--- src/rtl/rtt_pkg.sv ---
package rtt_pkg;
  typedef enum logic [1:0] {
    OP_ROR   = 2'b00,
    OP_RTT   = 2'b01,
    OP_FRAME = 2'b10,
    OP_PASS  = 2'b11
  } rtt_op_e;
endpackage

--- src/rtl/rtt_mask_dec.sv ---
module rtt_mask_dec #(
  parameter  int WIDTH = 16,
  localparam int AMT_W = $clog2(WIDTH)
) (
  input  logic             en_i,
  input  logic [AMT_W-1:0] amt_i,
  output logic [WIDTH-1:0] mask_o
);
  localparam logic [AMT_W:0] FULL = (AMT_W+1)'(WIDTH);

  logic [AMT_W:0] thresh;

  always_comb begin
    thresh = FULL - {1'b0, amt_i};
  end

  // bit i is set when i >= WIDTH - N: N ones packed from the top
  for (genvar i = 0; i < WIDTH; i++) begin : g_bit
    assign mask_o[i] = en_i && ((AMT_W+1)'(i) >= thresh);
  end
endmodule

--- src/rtl/rtt_funnel.sv ---
module rtt_funnel #(
  parameter  int WIDTH = 16,
  localparam int AMT_W = $clog2(WIDTH)
) (
  input  logic [WIDTH-1:0] hi_i,
  input  logic [WIDTH-1:0] lo_i,
  input  logic [AMT_W-1:0] amt_i,
  output logic [WIDTH-1:0] out_o
);
  logic [2*WIDTH-1:0] stg [AMT_W+1];

  assign stg[0] = {hi_i, lo_i};

  // one 2:1 mux stage per amount bit, weights 1, 2, 4, ...
  for (genvar k = 0; k < AMT_W; k++) begin : g_stage
    assign stg[k+1] = amt_i[k] ? (stg[k] >> (1 << k)) : stg[k];
  end

  assign out_o = stg[AMT_W][WIDTH-1:0];
endmodule

--- src/rtl/rtt_spill_reg.sv ---
module rtt_spill_reg #(
  parameter int WIDTH = 16
) (
  input  logic             clk,
  input  logic             rst_n,
  input  logic             we_i,
  input  logic [WIDTH-1:0] d_i,
  output logic [WIDTH-1:0] q_o
);
  logic [WIDTH-1:0] q_nxt;

  always_comb begin
    q_nxt = q_o;
    if (we_i) q_nxt = d_i;
  end

  always_ff @(posedge clk or negedge rst_n) begin
    if (!rst_n) q_o <= '0;
    else        q_o <= q_nxt;
  end

  AST_SPILL_HOLD: assert property (@(posedge clk) disable iff (!rst_n)
    !we_i |=> $stable(q_o));
endmodule

--- src/rtl/rtt_shifter.sv ---
module rtt_shifter
  import rtt_pkg::*;
#(
  parameter  int WIDTH = 16,
  localparam int AMT_W = $clog2(WIDTH)
) (
  input  logic             clk,
  input  logic             rst_n,
  input  logic             valid_i,
  input  logic [1:0]       op_i,
  input  logic [AMT_W-1:0] amt_i,
  input  logic [WIDTH-1:0] src_i,
  output logic [WIDTH-1:0] result_o,
  output logic [WIDTH-1:0] spill_o
);
  rtt_op_e          op;
  logic [WIDTH-1:0] funnel_hi;
  logic [AMT_W-1:0] eff_amt;
  logic [WIDTH-1:0] shifted;
  logic [WIDTH-1:0] mask;
  logic [WIDTH-1:0] spill_q;
  logic [WIDTH-1:0] spill_d;
  logic             mask_en;
  logic             spill_we;

  assign op = rtt_op_e'(op_i);

  // operand steering for the shared funnel
  always_comb begin
    funnel_hi = src_i;
    eff_amt   = amt_i;
    unique case (op)
      OP_ROR:   funnel_hi = src_i;
      OP_RTT:   funnel_hi = src_i;
      OP_FRAME: funnel_hi = spill_q;
      OP_PASS:  eff_amt   = '0;
      default:  eff_amt   = '0;
    endcase
  end

  assign mask_en  = (op == OP_RTT);
  assign spill_we = valid_i && (op == OP_RTT);

  rtt_funnel #(.WIDTH(WIDTH)) u_funnel (
    .hi_i  (funnel_hi),
    .lo_i  (src_i),
    .amt_i (eff_amt),
    .out_o (shifted)
  );

  rtt_mask_dec #(.WIDTH(WIDTH)) u_mask (
    .en_i   (mask_en),
    .amt_i  (amt_i),
    .mask_o (mask)
  );

  // per-bit swap between rotated source and spill
  always_comb begin
    result_o = (shifted & ~mask) | (spill_q & mask);
    spill_d  = (spill_q & ~mask) | (shifted & mask);
  end

  rtt_spill_reg #(.WIDTH(WIDTH)) u_spill (
    .clk   (clk),
    .rst_n (rst_n),
    .we_i  (spill_we),
    .d_i   (spill_d),
    .q_o   (spill_q)
  );

  assign spill_o = spill_q;

  AST_PASS_IDENT: assert property (@(posedge clk) disable iff (!rst_n)
    (op_i == OP_PASS) |-> (result_o == src_i));
  AST_ZERO_AMT_IDENT: assert property (@(posedge clk) disable iff (!rst_n)
    (amt_i == '0) |-> (result_o == src_i));
  AST_MASK_POP: assert property (@(posedge clk) disable iff (!rst_n)
    $countones(mask) == (mask_en ? int'(amt_i) : 0));
  AST_SWAP_CONSERVE: assert property (@(posedge clk) disable iff (!rst_n)
    (op_i == OP_RTT) |-> ($countones(src_i) + $countones(spill_q)
                          == $countones(result_o) + $countones(spill_d)));
  AST_SPILL_UNMASKED_KEEP: assert property (@(posedge clk) disable iff (!rst_n)
    (valid_i && op_i == OP_RTT) |=>
      (((spill_q ^ $past(spill_q)) & ~$past(mask)) == '0));
  AST_NON_RTT_NO_WRITE: assert property (@(posedge clk) disable iff (!rst_n)
    (op_i != OP_RTT) |=> $stable(spill_q));
endmodule

--- config.mk ---
export PLATFORM = sky130hd
export DESIGN_NAME = rtt_shifter
export DESIGN_NICKNAME = d
export VERILOG_FILES = /design/src/rtl/rtt_pkg.sv /design/src/rtl/rtt_mask_dec.sv /design/src/rtl/rtt_funnel.sv /design/src/rtl/rtt_spill_reg.sv /design/src/rtl/rtt_shifter.sv
export SDC_FILE = /design/constraint.sdc
export NUM_CORES = 1
export LEC_CHECK = 0
export ABC_CLOCK_PERIOD_IN_PS = 4000
export BUFFER_PORTS_ARGS = -buffer_cell sky130_fd_sc_hd__buf_2
export CAP_MARGIN = 25
export CORE_MARGIN = 4
export CORE_UTILIZATION = 32
export CTS_CLUSTER_DIAMETER = 150
export DETAILED_ROUTE_END_ITERATION = 6
export GPL_TIMING_DRIVEN = 0
export PLACE_DENSITY = 0.49
export SYNTH_ARGS = -nofsm -noshare
export SYNTH_HDL_FRONTEND = slang
export SYNTH_SLANG_ARGS = --single-unit
--- constraint.sdc ---
create_clock -name clk -period 4 [get_ports clk]
set_clock_uncertainty 0.1 [all_clocks]
set_input_delay 0.4 -clock clk [delete_from_list [all_inputs] [get_ports clk]]
set_output_delay 0.4 -clock clk [all_outputs]
set_load 0.05 [all_outputs]
**After elaboration in Yosys (flattened, before gate mapping)**

Cells that the tools add are included.

- Flip-flop bits (word level): 16
- Output and inout port bits: 32
- Bits of input ports: 25
- Logic and storage cells: 51

- Muxes and demuxes: 6
- Magnitude comparators: 16
- Add/subtract/negate cells: 1
- Reduce and logical (&&, ||, !) cells: 17
- Equality and inequality tests: 3
- Bitwise operators: 7

Operators by type and width:

| kind | number |
|---|---|
| $and 16x16->16 | 4 |
| $ge 4x5->1 const A | 8 |
| $or 16x16->16 | 2 |
| $mux 30 | 1 |
| $mux 28 | 1 |
| $mux 24 | 1 |
| $ge 3x5->1 const A | 4 |
| $logic_and 1x1->1 | 17 |
| $mux 16 | 1 |
| $not 16->16 | 1 |
| $mux 15 | 1 |
| $ge 1x5->1 const A | 2 |
| $ge 2x5->1 const A | 2 |
| $sub 5x4->5 const A | 1 |
| $eq 2x2->1 const B | 2 |
| $mux 4 | 1 |
| $eq 2x1->1 const B | 1 |

**Logic depth before layout (Yosys ltp)**

- Word-level depth: 8
- Mapped depth: 11
- Mapped depth without buffers: 8

**Cells and area by module**

A second synthesis with hierarchy kept.

- Cell total of the unflattened synthesis: 231
- Area total of the unflattened synthesis: 2618.8 µm²

Modules (own cells, without submodules):

| module | instances | area each (µm²) | cells an instance | seq. area each (µm²) |
|---|---|---|---|---|
| rtt_funnel | 1 | 832.0 | 59 | 0.0 |
| rtt_shifter | 1 | 664.4 | 58 | 0.0 |
| rtt_spill_reg | 1 | 649.4 | 34 | 400.4 |
| rtt_mask_dec | 1 | 473.0 | 80 | 0.0 |

**Worst setup path after synthesis**

OpenSTA, ideal clock, no wires.

- Path type: input to output
- From: input port amt_i[1]
- To: output port result_o[6]
- Data required time: 3.500 ns
- Path slack: 0.072 ns
- Stages on the path: 8
- Arrival time: 3.428 ns
- Buffers on the path: 2
- Cell sequence: buf_4 buf_6 clkinv_1 ha_1 xnor2_1 nand2_1 and2_1 o31ai_1

- Word-level cells in the longest chain between the ends: 6
- Elaborated cells between the ends (all ways): 11
- Those cells by class: 1 x add/sub; 1 x order compare; 4 x mux; 4 x bitwise; 1 x reduce/logical

RTL lines:

| what | line | text |
|---|---|---|
| start: declaration | rtt_shifter.sv:11 | `input logic [AMT_W-1:0] amt_i,` |
| $sub 5x4->5 / $mux 4 (equally long branches) | rtt_mask_dec.sv:14, rtt_shifter.sv:32 |  |
| $ge 3x5->1 / $mux 28 (equally long branches) | rtt_mask_dec.sv:19, rtt_funnel.sv:16 |  |
| $logic_and 1x1->1 / $mux 24 (equally long branches) | rtt_mask_dec.sv:19, rtt_funnel.sv:16 |  |
| $not 16->16 / $mux 16 (equally long branches) | rtt_shifter.sv:59, rtt_funnel.sv:16 |  |
| $and 16x16->16 | rtt_shifter.sv:59 | `result_o = (shifted & ~mask) \| (spill_q & mask);` |
| $or 16x16->16 * | rtt_shifter.sv:59 |  |
| end: declaration | rtt_shifter.sv:13 | `output logic [WIDTH-1:0] result_o,` |

Mark *: on every way between the ends. The rest lies on a longest branch, timed or not.

**Worst setup path in the final report**

Ends and elaborated chain as after synthesis.

==> impl_metrics.toml <==
[placement]
post-place-ws_ns = -0.0644
dp.cells = 602
placed_area_um2 = 3610
gp_congestion = 0.976
hpwlAfterDp_mm = 11.5
port-buffer-count = 53

[layout]
most-common-layout-cells = "buf_2 (65), nand2_1 (41), nor2_1 (36), a21oi_1 (29), mux2i_1 (25)"
regArea_um2 = 400
fin_nets = 502
nFillCells = 1082
syn_to_final_growth_pct = 15.6
antenna_cells = 0
final_common_cell = "buf_2"
final_core_util_pct = 37.7
layout.cells.non_filler = 605
finish.instance_area_um2 = 3670
multi_input_area_um2 = 2520
drive_gt1_share_pct = 27.3

[sta]
rsz0062_at_grt = "no"
final-setup-viol-count = 0
fin_crit_sh_pct = 92.5
relSlewSlack_pct = 49.2
hold_slack_ns = 0.421
tightest_slew_ns = 0.763
period_needed_ns = 3.70
fmax_mhz = 270
setup_tns_ns = 0
fin_ws_ns = 0.302
hold_viol = 0
finalMaxSlewViolations = 0

[synthesis]
ys.flop_type = "dfrtp_1"
synth_area_um2 = 3180
synth_fp_nets = 443
synth_edf_count = 0
ys_seq_elements = 16
async_flop_share_pct = 100
postSynthCellCount = 415
synth-seq-area-share_pct = 12.6
syn_area_per_cell_um2 = 7.65
yosys_warnings = 0
ys_types = 79

[floorplan]
num_io_pins = 57
core_area_um2 = 9730
die_area_um2 = 11600
rows = 36
die_x_um = 108
die_h_um = 108
start_util_pct = 32.6

[clocking]
htree_levels = 1
cts_setup_buffers = 0
clock_path_buffers = 2
root_buffer = "clkbuf_8"
numCtsBuffers = 3
cts_tree = "built"
path_clk_slew_ns = 0.07
clk_latency_ns = 0.25
cts.sinks = 16

[pwr]
peakVddDrop_v = 0.000274
powerDensity_nw_per_um2 = 361
p_leak_nw = 1.51
finalPower_mw = 1.32

[drt]
drc_errors = 0
initialDrtViolationCount = 345
firstDrtPassIters = 5
viasPerCell = 6.26
num_vias = 3788
ant_nets = 0
routed_wl_mm = 14.7
wl_per_cell_um = 24.4

[global_route]
grt_max_degree = 17
antenna_found_initial = 0
grt_pass1_wl_mm = 22.6
overflow = 0
grt_pass1_vias = 3718
grtUsageTotal_pct = 25.5

[critical_path]
crit_path_top_delay_cell = "ha_1"
cp_max_fo = 10
cp.required_ns = 3.50
crit_cells = 10
max_stage_delay_ns = 0.69
cp_data_arrival_time_ns = 3.20
endpoint_kind = "primary output"
crit_path_cell_trace = "buf_2 -> buf_4 -> buf_6 -> clkinv_1 -> ha_1 -> nor3b_2 -> nand2_1 -> and2_1 -> o31ai_1 -> buf_2"
cp.buffers_inverters = 5
r2r_cells = 6
crit_path_frequent_cell = "buf_2"
critPathLaunchType = "primary input"
crit_type = "in -> out"
critPathTopFamily = "buffers and inverters"

[min_path]
holdPathStages = 2
hp-class = "reg -> reg"

[job]
cap_violations = 0

[run_status]
outcome = "finished clean"
worst min-delay path, cell delays in order (launching register included):
cell	delay [ns]
dfrtp_1	0.36
nand2_1	0.05
o21ai_1	0.07
metal layers:
metal,GRT usage [%],share of wire (%),vias to the layer above
met5,0,0,-
met4,7.66,2.4,0
met3,4.86,9.3,29
met2,40.2,45,221
met1,35.3,43,1820
li1,-,-,1718
area by class of cell:
| class | count | share of cell area [%] |
|---|---|---|
| plain buffers | 34 | 6.27 |
| multi-input cells | 356 | 68.6 |
| well taps | 133 | 4.53 |
| repair buffers | 55 | 7.71 |
| flip-flops and latches | 16 | 10.9 |
| inverters | 8 | 0.818 |
| clock buffers | 3 | 1.13 |
path summary, 6_finish.rpt:
path,start,endpoint,slack (ns)
min in group asynchronous,rst_n,async pin,0.51
min reg2reg,flip-flop,flip-flop,0.42
max in group asynchronous,rst_n,async pin,2.99
min,flip-flop,flip-flop,0.42
max,amt_i[1],result_o[6],0.30
max reg2reg,flip-flop,flip-flop,1.93
logic make-up after synthesis:
group,count (synthesis),share of synthesized area [%]
flops,16,12.6
mux,48,17.2
xor+xnor,2,0.788
compound gates,161,36.5
simple gates,142,23.4
fa+ha+maj,3,1.18
buf+inv,43,8.31
where the power goes:
group,internal (mW),switching [mW]
clock,0.0669,0.0588
combinational,0.263,0.614
sequential,0.211,0.110
total,0.540,0.783
synthesized netlist by cell type, types with 3 or more instances:
cell	count	area, um2
o32ai_1	5	43.8
a211oi_1	4	30.0
o22ai_1	19	119
o21ai_0	20	100
ha_1	3	37.5
nor3_1	8	40.0
nor3b_1	4	30.0
nand2b_1	5	31.3
mux4_2	3	67.6
a21o_1	3	22.5
or2_2	3	18.8
mux2_2	19	214
o31ai_1	7	52.6
buf_4	7	52.6
clkbuf_1	8	30.0
nor2_1	37	139
inv_1	6	22.5
nand2_1	41	154
o221ai_1	8	70.1
o21ai_1	3	15.0
a21oi_1	29	145
and2_1	9	56.3
o211ai_1	5	37.5
mux2i_1	25	250
o22a_1	3	26.3
nand3_1	9	45.0
a31oi_1	8	50.1
buf_2	12	60.1
and3b_1	3	26.3
a22oi_1	10	75.1
nor2b_1	6	37.5
a221oi_1	5	43.8
buf_6	6	67.6
dfrtp_1	16	400
what timing repair did:
| action | 4_1_cts | 5_1_grt |
|---|---|---|
| hold endpoints to repair | 16 | 0 |
| resized for setup | 1 | 1 |
| gates cloned | 0 | 0 |
| hold buffers | 1 | 0 |
| setup endpoints to repair | 2 | 3 |
Power figures use the tool's default switching activity.
